### config.mk
export PLATFORM = sky130hd
export DESIGN_NAME = icap_bank
export DESIGN_NICKNAME = d
export VERILOG_FILES = /design/src/rtl/icap_pkg.sv /design/src/rtl/icap_sync_edge.sv /design/src/rtl/icap_pair.sv /design/src/rtl/icap_flags.sv /design/src/rtl/icap_bank.sv
export SDC_FILE = /design/constraint.sdc
export NUM_CORES = 1
export LEC_CHECK = 0
export BUFFER_PORTS_ARGS = -buffer_cell sky130_fd_sc_hd__buf_2
export CAP_MARGIN = 20
export CORE_MARGIN = 2
export CORE_UTILIZATION = 30
export CTS_CLUSTER_SIZE = 40
export DETAILED_ROUTE_END_ITERATION = 6
export PLACE_DENSITY_LB_ADDON = 0.3
export SYNTH_ARGS = -nofsm -noshare
export SYNTH_HDL_FRONTEND = slang
export SYNTH_SLANG_ARGS = --single-unit
### constraint.sdc
create_clock -name clk -period 2.3 [get_ports clk]
set_input_delay 0.115 -clock clk [delete_from_list [all_inputs] [get_ports clk]]
set_output_delay 0.115 -clock clk [all_outputs]
set_load 0.01 [all_outputs]
### src/rtl/icap_pkg.sv
package icap_pkg;

  typedef struct packed {
    logic rise;
    logic fall;
  } edge_t;

  function automatic logic pick_edge(edge_t e, logic rising);
    return rising ? e.rise : e.fall;
  endfunction

endpackage

### src/rtl/icap_sync_edge.sv
module icap_sync_edge
  import icap_pkg::*;
#(
  parameter int STAGES = 2
) (
  input  logic  clk,
  input  logic  rst_n,
  input  logic  pin,
  output edge_t ev
);

  // sh[STAGES-1] is the synchronized level, sh[STAGES] the level one clock earlier
  logic [STAGES:0] sh;

  always_ff @(posedge clk or negedge rst_n) begin
    if (!rst_n) sh <= '0;
    else        sh <= {sh[STAGES-1:0], pin};
  end

  assign ev.rise = sh[STAGES-1] & ~sh[STAGES];
  assign ev.fall = ~sh[STAGES-1] & sh[STAGES];

endmodule

### src/rtl/icap_pair.sv
module icap_pair
  import icap_pkg::*;
#(
  parameter int W = 16
) (
  input  logic         clk,
  input  logic         rst_n,
  input  edge_t        ev_p,
  input  edge_t        ev_s,
  input  logic         es_p,
  input  logic         es_s,
  input  logic         buf_en,
  input  logic [W-1:0] cnt,
  input  logic [W-1:0] wdata,
  input  logic         wr_p,
  input  logic         wr_s,
  output logic [W-1:0] reg_p,
  output logic [W-1:0] reg_s,
  output logic         trig_p,
  output logic         trig_s
);

  logic dual;

  always_comb begin
    dual   = buf_en & (es_p ^ es_s);
    trig_p = dual ? (ev_p.rise | ev_p.fall) : pick_edge(ev_p, es_p);
    trig_s = ~buf_en & pick_edge(ev_s, es_s);
  end

  always_ff @(posedge clk or negedge rst_n) begin
    if (!rst_n) begin
      reg_p <= '0;
    end else if (trig_p) begin
      reg_p <= cnt;
    end else if (wr_p) begin
      reg_p <= wdata;
    end
  end

  always_ff @(posedge clk or negedge rst_n) begin
    if (!rst_n) begin
      reg_s <= '0;
    end else if (buf_en && trig_p) begin
      reg_s <= reg_p;
    end else if (trig_s) begin
      reg_s <= cnt;
    end else if (wr_s) begin
      reg_s <= wdata;
    end
  end

endmodule

### src/rtl/icap_flags.sv
module icap_flags #(
  parameter int NCH = 4
) (
  input  logic           clk,
  input  logic           rst_n,
  input  logic [NCH-1:0] set,
  input  logic           rd_stb,
  input  logic           wr_stb,
  input  logic [NCH-1:0] wbits,
  output logic [NCH-1:0] flag
);

  logic [NCH-1:0] armed;
  logic [NCH-1:0] clr;

  always_comb clr = wr_stb ? (armed & ~wbits) : '0;

  always_ff @(posedge clk or negedge rst_n) begin
    if (!rst_n) begin
      flag  <= '0;
      armed <= '0;
    end else begin
      flag <= (flag & ~clr) | set;
      if (rd_stb)      armed <= flag;
      else if (wr_stb) armed <= '0;
    end
  end

endmodule

### src/rtl/icap_bank.sv
module icap_bank
  import icap_pkg::*;
#(
  parameter  int CNT_W       = 16,
  parameter  int N_PAIR      = 2,
  parameter  int SYNC_STAGES = 2,
  localparam int NCH         = 2 * N_PAIR,
  localparam int ADDR_W      = $clog2(NCH + 3)
) (
  input  logic              clk,
  input  logic              rst_n,
  input  logic              bus_wr,
  input  logic              bus_rd,
  input  logic [ADDR_W-1:0] bus_addr,
  input  logic [CNT_W-1:0]  bus_wdata,
  output logic [CNT_W-1:0]  bus_rdata,
  input  logic [NCH-1:0]    cap_pin,
  output logic [NCH-1:0]    cap_flag,
  output logic [CNT_W-1:0]  count
);

  localparam int CTRL_W = NCH + N_PAIR;
  localparam int A_CTRL = NCH;
  localparam int A_FLAG = NCH + 1;
  localparam int A_CNT  = NCH + 2;

  logic [CNT_W-1:0]  cnt_q;
  logic [CTRL_W-1:0] ctrl_q;
  logic [NCH-1:0]    edge_sel;
  logic [N_PAIR-1:0] buf_en;
  logic [NCH-1:0]    wr_cap;
  logic [NCH-1:0]    evt;
  logic              wr_ctrl, wr_flag, rd_flag;
  edge_t             ev [NCH];
  logic [CNT_W-1:0]  cap_q [NCH];
  logic [CNT_W-1:0]  reg_p_w [N_PAIR];
  logic [CNT_W-1:0]  reg_s_w [N_PAIR];
  logic [N_PAIR-1:0] trig_p_w, trig_s_w;

  assign edge_sel = ctrl_q[NCH-1:0];
  assign buf_en   = ctrl_q[CTRL_W-1:NCH];
  assign wr_ctrl  = bus_wr && (bus_addr == ADDR_W'(A_CTRL));
  assign wr_flag  = bus_wr && (bus_addr == ADDR_W'(A_FLAG));
  assign rd_flag  = bus_rd && (bus_addr == ADDR_W'(A_FLAG));
  assign count    = cnt_q;

  always_ff @(posedge clk or negedge rst_n) begin
    if (!rst_n) cnt_q <= '0;
    else        cnt_q <= cnt_q + 1'b1;
  end

  always_ff @(posedge clk or negedge rst_n) begin
    if (!rst_n)       ctrl_q <= '0;
    else if (wr_ctrl) ctrl_q <= bus_wdata[CTRL_W-1:0];
  end

  for (genvar ch = 0; ch < NCH; ch++) begin : g_ch
    assign wr_cap[ch] = bus_wr && (bus_addr == ADDR_W'(ch));
    icap_sync_edge #(.STAGES(SYNC_STAGES)) u_sync (
      .clk  (clk),
      .rst_n(rst_n),
      .pin  (cap_pin[ch]),
      .ev   (ev[ch])
    );
  end

  for (genvar p = 0; p < N_PAIR; p++) begin : g_pair
    icap_pair #(.W(CNT_W)) u_pair (
      .clk   (clk),
      .rst_n (rst_n),
      .ev_p  (ev[p]),
      .ev_s  (ev[p + N_PAIR]),
      .es_p  (edge_sel[p]),
      .es_s  (edge_sel[p + N_PAIR]),
      .buf_en(buf_en[p]),
      .cnt   (cnt_q),
      .wdata (bus_wdata),
      .wr_p  (wr_cap[p]),
      .wr_s  (wr_cap[p + N_PAIR]),
      .reg_p (reg_p_w[p]),
      .reg_s (reg_s_w[p]),
      .trig_p(trig_p_w[p]),
      .trig_s(trig_s_w[p])
    );
  end

  always_comb begin
    for (int p = 0; p < N_PAIR; p++) begin
      cap_q[p]          = reg_p_w[p];
      cap_q[p + N_PAIR] = reg_s_w[p];
      evt[p]            = trig_p_w[p];
      evt[p + N_PAIR]   = trig_s_w[p];
    end
  end

  icap_flags #(.NCH(NCH)) u_flags (
    .clk   (clk),
    .rst_n (rst_n),
    .set   (evt),
    .rd_stb(rd_flag),
    .wr_stb(wr_flag),
    .wbits (bus_wdata[NCH-1:0]),
    .flag  (cap_flag)
  );

  always_comb begin
    bus_rdata = '0;
    for (int i = 0; i < NCH; i++) begin
      if (bus_addr == ADDR_W'(i)) bus_rdata = cap_q[i];
    end
    if (bus_addr == ADDR_W'(A_CTRL)) bus_rdata = CNT_W'(ctrl_q);
    if (bus_addr == ADDR_W'(A_FLAG)) bus_rdata = CNT_W'(cap_flag);
    if (bus_addr == ADDR_W'(A_CNT))  bus_rdata = cnt_q;
  end

endmodule

; ---- Word-level counts from Yosys, hierarchy flattened
; Index checks and enable logic that the tools add are counted.
[op_classes]
addsub = 1
n_mul = 0
n_div = 0
n_lt_le_gt_ge = 0
eq_ne = 6
shift = 0
mux = 26
bitwise = 31
reduce_logical = 15
[op_table]
columns = cell, count
row1 = $mux W16, 17
row2 = $add A16 B1 Y16 const B, 1
row3 = $and A1 B1 Y1, 12
row4 = $mux W4, 3
row5 = $not A1 Y1, 10
row6 = $eq A3 B3 Y1 const B, 3
row7 = $logic_and A1 B1 Y1, 9
row8 = $and A4 B4 Y4, 2
row9 = $not A4 Y4, 2
row10 = $eq A3 B2 Y1 const B, 2
row11 = $mux W1, 6
row12 = $reduce_bool A2 Y1, 3
row13 = $reduce_bool A3 Y1, 2
row14 = $or A4 B4 Y4, 1
row15 = $eq A3 B1 Y1 const B, 1
row16 = $logic_not A3 Y1, 1
row17 = $or A1 B1 Y1, 2
row18 = $xor A1 B1 Y1, 2
[totals]
register_bits = 106
latchBits = 0
ram_bits = 0
mem_bits_ro = 0
inputBits = 27
output_inout_bits = 36
elab_cells = 91
n_memories = 0

; ---- Longest topological paths before layout
; Gate-level depths: netlist (run 1).
[logic_depth]
ltp_word = 8
mapped_depth = 8
mapped_depth_nobuf = 6

; ---- Hierarchy
; From an unflattened synthesis (run 1), not the netlist that was laid out.
[hier_totals]
hier_cells = 487
hier_area_um2 = 6015.8
[modules_own_cells]
columns = module, n_inst, cells_per_inst, area_each_um2, seq_area_each_um2
row1 = icap_pair, 2, 129, 1835.5, 800.8
row2 = icap_bank, 1, 186, 1676.6, 550.5
row3 = icap_sync_edge, 4, 5, 90.1, 75.1
row4 = icap_flags, 1, 23, 307.8, 200.2

; ---- Worst setup path after synthesis (run 1)
; No wires, ideal clock.
[synth_path]
path_type = reg-to-reg
start = reg g_ch[0].u_sync.sh[1]
end = reg g_pair[0].u_pair.reg_p[10]
setup_ps = 125
t_arrival_ps = 1900
required_time_ps = 2175
path_slack_ps = 276
stages_incl_launch_ff = 8
path_cell_list = dfrtp_1 inv_1 ha_1 nor2b_1 a211oi_1 a311oi_2 buf_4 mux2_2
[synth_via]
elab_chain_len = 5
word_cells_on_any_way = 8
classes_between = mux (3) / bitwise (4) / reduce/logical (1)
[synth_lines]
columns = element, line_no
row1 = "start, declared", icap_sync_edge.sv:13  ; logic [STAGES:0] sh;
row2 = "start signal, assigned", icap_sync_edge.sv:17  ; else sh <= {sh[STAGES-1:0], pin};
row3 = $not A1 Y1, icap_sync_edge.sv:21  ; assign ev.fall = ~sh[STAGES-1] & sh[STAGES];
row4 = $and A1 B1 Y1, icap_sync_edge.sv:21
row5 = $mux W1 or $or A1 B1 Y1 (tied branches), "icap_pkg.sv:9, icap_pair.sv:27"
row6 = $mux W1 *, icap_pair.sv:27  ; trig_p = dual ? (ev_p.rise | ev_p.fall) : pick_edge(ev_p, es_p);
row7 = $mux W16 or $reduce_bool A2 Y1 (tied branches), --
row8 = "end signal, assigned", icap_pair.sv:35  ; reg_p <= cnt;
row9 = "end signal, assigned", icap_pair.sv:37  ; reg_p <= wdata;
row10 = "end, declared", icap_pair.sv:17  ; output logic [W-1:0] reg_p,
; Mark *: on every way between the ends. The rest lies on a longest branch, timed or not.
; A chain may end at the register's enable or synchronous reset.

; ---- Worst setup path in the final report (run 1)
[layout_path]
start = reg g_ch[1].u_sync.sh[1]
end = reg g_pair[1].u_pair.reg_p[15]
[layout_via]
elab_chain_len = 5
word_cells_on_any_way = 8
classes_between = mux (3) / bitwise (4) / reduce/logical (1)
[layout_lines]
columns = element, line_no
row1 = "start, declared", icap_sync_edge.sv:13
row2 = "start signal, assigned", icap_sync_edge.sv:17
row3 = $not A1 Y1, icap_sync_edge.sv:21
row4 = $and A1 B1 Y1, icap_sync_edge.sv:21
row5 = $mux W1 or $or A1 B1 Y1 (tied branches), "icap_pkg.sv:9, icap_pair.sv:27"
row6 = $mux W1 *, icap_pair.sv:27
row7 = $mux W16 or $reduce_bool A2 Y1 (tied branches), --
row8 = "end signal, assigned", icap_pair.sv:35
row9 = "end signal, assigned", icap_pair.sv:37
row10 = "end, declared", icap_pair.sv:17
; Marked as above.

==> flow_summary.ini, run 1 <==
[final_layout]
final_common_cell = mux2_2
fin_cells = 823
layout_common_cells = mux2_2, dfrtp_1, buf_2
diodes = 0
synthToLayoutAreaGrowth_pct = 18.89
drive_gt1_share_pct = 50.99
finalNetCount = 580

[clock_tree]
numCtsBuffers = 9
cts_tree = built
ctsRootBufferMaster = clkbuf_16
cts_sinks = 106
clock_latency_ps = 350
clockBufferDepth = 2
post_cts_resized = 0
htree_levels = 3
clk_pin_slew_ps = 70

[worst_setup_path]
cp_max_fo = 13
r2r_cells = 7
rr_startpoint = g_ch[1].u_sync.sh[1]$_DFF_PN0_
crit_path_end = g_pair[1].u_pair.reg_p[15]$_DFFE_PN0P_
crit_type = reg2reg
cp_data_required_time_ps = 2540
worstSetupStartpoint = g_ch[1].u_sync.sh[1]$_DFF_PN0_
worst_setup_path_end_kind = flop
cp-start-kind = flop
arrival_ps = 2290
r2r-end = g_pair[1].u_pair.reg_p[15]$_DFFE_PN0P_
rrSetupSlack_ps = 240

[sta]
fmax_ghz = 0.4866
fin_crit_ps = 2055
slew_headroom_pct = 53.98
tightest_slew_ps = 690.2
clock_skew_ps = 5.317
slew_viol_final = 0
tns_ps = 0
finalSetupViolCount = 0
rsz0062_at_grt = false
fin_crit_sh_pct = 89.35
hold_viol = 0

[logic_synthesis]
synth_top_family_by_area = multiplexers
syn_inst = 484
synth_compound_area_share_pct = 4.432
synth.area.top_cells = dfrtp_1, mux2_2, mux4_2, mux2_4, mux2i_1
yosysSeqAreaShare_pct = 43.10
avgSynthCellArea_um2 = 12.72
yosys.area_share.simple_pct = 6.546
ys_ff_latch = 106
yosysTopAreaCell = dfrtp_1
syn_area_um2 = 6155
synthFlopType = dfrtp_1
synth-edff-count = 0
async_flop_share_pct = 100.0
synthAdderAreaFrac_pct = 1.016
synth_nets = 516
synth_top_area_share_pct = 43.10
synthDistinctLibCells = 47
synth_mux_area_share_pct = 38.16
yosysWarnings = 0
synth_xor_area_share_pct = 2.135

[floorplanning]
die_h_um = 147.2
fp-row-count = 52
io_pins = 63
die_width_um = 147.2
dieArea_um2 = 21680
initial_utilization_pct = 30.51
core_area_um2 = 20170

[route]
wl_per_cell_um = 19.41
wl_um = 15970
avgViaCountPerCell = 4.954
detail-route-antenna-nets = 0
firstDrtPassIters = 4
drc_errors = 0
drt_iter0_markers = 153
via_count = 4077

[place]
port_buffers = 62
dp_cells = 802
hpwl_um = 10550
gp_congestion = 0.7793

[global_routing]
grt_pass1_vias = 4500
grt_max_degree = 51
grt_first_pass_wirelength_um = 26080
antenna_found_initial = 0
grt_usage_pct = 15.63
overflow = 0

[power]
power_leakage_nw = 3.330
vdd_drop_max_mv = 0.4654
power.density_nw_per_um2 = 832.3

[hold_path]
hp-class = in2reg

[status]
outcome = finished, final reports clean

[flow_run]
drv_cap = 0
-- where the power goes --
group	internal, mW	total (mW)	switching (mW)
sequential	2.20	2.43	0.234
clock	1.21	1.92	0.711
combinational	1.03	1.74	0.711
total	4.43	6.09	1.66
-- layer usage --
metal | vias to the layer above | track usage, % | routed length, µm
met3 | 20 | 2.795 | 479
met5 | - | 0 | 0
met4 | 0 | 3.558 | 241
met1 | 2102 | 20.13 | 7069
li1 | 1877 | - | -
met2 | 78 | 27.41 | 8183
-- worst min-delay path by stage --
stage | startpoint | endpoint | slack (ps) | depth (start not counted)
finish | bus_wdata[5] | ctrl_q[5]$_DFFE_PN0P_ | 70 | 2
global route | bus_wdata[4] | ctrl_q[4]$_DFFE_PN0P_ | 70 | 2
CTS | bus_wdata[4] | ctrl_q[4]$_DFFE_PN0P_ | 50 | 2
detailed placement | rst_n | g_pair[0].u_pair.reg_p[5]$_DFFE_PN0P_ | 210 | 1
global placement | rst_n | g_pair[0].u_pair.reg_p[5]$_DFFE_PN0P_ | 190 | 1
floorplan | rst_n | count[0]$_DFF_PN0_ | -180 | 0
-- Yosys cell counts, types with 2 or more instances --
| cell type | number |
|---|---|
| buf_6 | 4 |
| buf_4 | 5 |
| a21o_1 | 3 |
| dfrtp_1 | 106 |
| mux2_2 | 144 |
| mux2i_1 | 16 |
| a21oi_1 | 4 |
| nor2_1 | 7 |
| inv_1 | 18 |
| o221ai_1 | 2 |
| nand2b_1 | 5 |
| and2_1 | 2 |
| mux4_2 | 14 |
| o211ai_1 | 3 |
| or3b_1 | 2 |
| buf_2 | 13 |
| mux2_4 | 16 |
| clkbuf_1 | 13 |
| xor2_1 | 6 |
| o21ai_0 | 18 |
| nand2_1 | 28 |
| and3_1 | 3 |
| nand3b_1 | 3 |
| a22o_1 | 4 |
| xnor2_1 | 9 |
| nand3_1 | 5 |
| ha_1 | 5 |
| nand4_1 | 3 |
| and4_1 | 2 |
| nor2b_1 | 4 |
-- worst max-delay path, stage by stage (launching register included) --
cell and delay [ps]:
dfrtp_1 390, inv_1 70, ha_1 340, nand2_1 80, o22a_1 210, a21oi_2 190, buf_4 290, mux2_2 370
-- per-stage QoR --
stage / setup slack (ps) / hold WS (ps) / area [µm²] / total power, mW / util (%)
after global placement: 330.0 / 190.2 / 6890 / 4.118 / 34.16
after floorplan: 275.5 / -180.6 / 6155 / 3.675 / -
after detailed placement: 278.1 / 205.8 / 6890 / 4.207 / 34.16
after CTS: 265.1 / 53.07 / 7317 / 6.148 / 36.28
after global routing: 153.8 / 73.58 / 7317 / 6.404 / 36.28
final: 244.8 / 67.70 / 7317 / 6.090 / 36.28
-- area by class of cell --
| class | instances | area, µm² |
|---|---|---|
| multi-input cells | 324 | 3242 |
| well taps | 270 | 337.8 |
| fillers | 2020 | 12850 |
| clock buffers | 10 | 239.0 |
| flip-flops and latches | 106 | 2653 |
| inverters | 18 | 67.56 |
| repair buffers | 89 | 640.6 |
| clock inverters | 6 | 137.6 |
-- logic make-up (layout without fill, tap and decap cells) --
kind of cell | after synthesis | after routing
muxes | 191 | 191
DFF | 106 | 106
and+or+nand+nor | 72 | 72
buffers and inverters | 54 | 123
AOI/OAI and AO/OA | 41 | 41
xor gates and xnor gates | 15 | 15
adders and majority gates | 5 | 5
-- state kept, by name, summed over array words and instances, names as in the netlist --
signal / cells
u_flags.flag: 4
g_pair.u_pair.reg_p: 32
g_ch.u_sync.sh: 12
ctrl_q: 6
count: 16
u_flags.armed: 4
g_pair.u_pair.reg_s: 32
-- what timing repair did --
item,CTS,global route
hold buffers,5,0
buffers inserted,0,0
hold endpoints to repair,52,0
Power figures use the tool's default switching activity.
==> inputs of run 2 (changes only) <==
--- a/config.mk
+++ b/config.mk
@@ -7,7 +7,7 @@
 export LEC_CHECK = 0
 export BUFFER_PORTS_ARGS = -buffer_cell sky130_fd_sc_hd__buf_2
 export CAP_MARGIN = 20
-export CORE_MARGIN = 2
+export CORE_ASPECT_RATIO = 2
 export CORE_UTILIZATION = 30
 export CTS_CLUSTER_SIZE = 40
 export DETAILED_ROUTE_END_ITERATION = 6
==> run 2 against run 1 <==
Sequential power about the same. Hold slack improved by 9.9 ps. Critical path type unchanged. Fmax increased by 4.5%. Sequential share of layout area increased by 0.26 points. Die area decreased by 2.5%. Register-to-register slack improved by 90 ps.
==> flow_summary.ini, run 2 (synthesized netlist as in run 1, its figures left out) <==
[power]
power_leakage_nw = 3.319
vdd_drop_max_mv = 0.4000
power.density_nw_per_um2 = 813.8

[sta]
finalSetupViolCount = 0
tns_ps = 0
fin_crit_sh_pct = 85.54
slew_viol_final = 0
tightest_slew_ps = 566.9
timing.hold.ws_ps = 77.60
hold_viol = 0
fmax_ghz = 0.5083
slew_headroom_pct = 62.21
clock_skew_ps = 11.18
rsz0062_at_grt = false
fin_crit_ps = 1967

[final_layout]
design_area_um2 = 7264
n_fill_cell = 1973
synthToLayoutAreaGrowth_pct = 18.03
drive_gt1_share_pct = 51.34
diodes = 0
finalNetCount = 586
final_util_pct = 36.32
layout_common_cells = mux2_2, dfrtp_1, buf_2
fin_cells = 821
ff_latch_area_um2 = 2653
multi_input_area_um2 = 3253
final_common_cell = mux2_2

[clock_tree]
clk_pin_slew_ps = 70
ctsRootBufferMaster = clkbuf_16
clockBufferDepth = 2
htree_levels = 3
numCtsBuffers = 9
cts_sinks = 106
post_cts_resized = 0
cts_tree = built
clock_latency_ps = 360

[route]
firstDrtPassIters = 4
via_count = 4144
avgViaCountPerCell = 5.048
wl_um = 16960
drt_iter0_markers = 189
wl_per_cell_um = 20.66
drc_errors = 0
detail-route-antenna-nets = 0

[worst_setup_path]
crit_type = reg2reg
rrSetupSlack_ps = 330
r2r-end = g_pair[0].u_pair.reg_s[11]$_DFFE_PN0P_
cp_max_fo = 17
rr_startpoint = ctrl_q[2]$_DFFE_PN0P_
cp_data_required_time_ps = 2540
worst_setup_path_end_kind = flop
cp-start-kind = flop
arrival_ps = 2210
r2r_cells = 5

[global_routing]
grt_max_degree = 40
grt_first_pass_wirelength_um = 26520
busiest_layer = met2
use_met2_pct = 32.50
overflow = 0
grt_use_met3_pct = 2.422
grt_util_met1_pct = 18.58
antenna_found_initial = 0
grt_pass1_vias = 4657
grt_usage_pct = 17.48

[hold_path]
min_to = ctrl_q[4]$_DFFE_PN0P_
min_path_cells = 2
min_from = bus_wdata[4]
hp-class = in2reg

[floorplanning]
io_pins = 63
die_width_um = 103.3
initial_utilization_pct = 30.77
fp-row-count = 73
die_h_um = 204.6
core_area_um2 = 20000
dieArea_um2 = 21130

[place]
dp_cells = 800
port_buffers = 62
gp_congestion = 0.7820
hpwl_um = 12170
placed_cell_area_um2 = 6887

[flow_run]
drv_cap = 0

[status]
outcome = finished, final reports clean
==> run 2: changes by cell type in the layout (fill, tap and decap cells not counted), sizes merged <==
cell      previous run  this run
bufinv               4         2
clkinv               2         1
inv                 18        19
buf                 84        90
clkinvlp             0         1
clkbuf              10        11
==> run 2: where the power goes <==
part / internal [mW] / switching [mW] / total, mW / leakage [nW]
logic: 1.03 / 0.728 / 1.76 / 1.84
registers: 2.20 / 0.251 / 2.45 / 1.32
clock network: 0.991 / 0.716 / 1.71 / 0.156
==> run 2: worst max-delay path, cell delays in order, from the launching register on <==
cell     delay, ps
dfrtp_1        460
or3b_1         370
a21o_1         180
buf_4          230
mux2_4         340
mux2_4         250
==> run 2: what timing repair did <==
item	in CTS	in global routing
hold buffers	5	0
endpoints found under the hold margin	40	0
buffers inserted	0	0
==> run 2: metal layers <==
layer  wire (µm)  part of all wire, %
met5           0                    0
met4         642                  3.8
met3         545                  3.2
met2        9580                   56
met1        6192                   37
==> run 2: worst max path at each step <==
stage,startpoint,end,slack [ps],cells after the start
detailed placement,ctrl_q[2]$_DFFE_PN0P_,g_pair[0].u_pair.reg_s[8]$_DFFE_PN0P_,350,5
global route,g_ch[0].u_sync.sh[1]$_DFF_PN0_,g_pair[0].u_pair.reg_s[2]$_DFFE_PN0P_,260,7
floorplan,g_ch[0].u_sync.sh[1]$_DFF_PN0_,g_pair[0].u_pair.reg_p[10]$_DFFE_PN0P_,280,7
finish,ctrl_q[2]$_DFFE_PN0P_,g_pair[0].u_pair.reg_s[11]$_DFFE_PN0P_,330,5
global placement,ctrl_q[2]$_DFFE_PN0P_,g_pair[0].u_pair.reg_s[11]$_DFFE_PN0P_,370,5
CTS,ctrl_q[2]$_DFFE_PN0P_,g_pair[0].u_pair.reg_s[11]$_DFFE_PN0P_,340,5
==> run 2: metrics by stage <==
step | power, mW | setup slack, ps
floorplan | 3.675 | 275.5
global placement | 4.144 | 370.1
detailed placement | 4.257 | 347.6
CTS | 6.000 | 336.8
global route | 6.193 | 256.7
finish | 5.912 | 332.6
==> run 2: layout make-up <==
class | instances | area share, %
Tap cell | 262 | 4.513
Timing Repair Buffer | 95 | 8.750
Clock buffer | 11 | 3.341
Inverter | 18 | 0.9301
Sequential cell | 106 | 36.51
Clock inverter | 5 | 1.171
Multi-Input combinational cell | 324 | 44.78
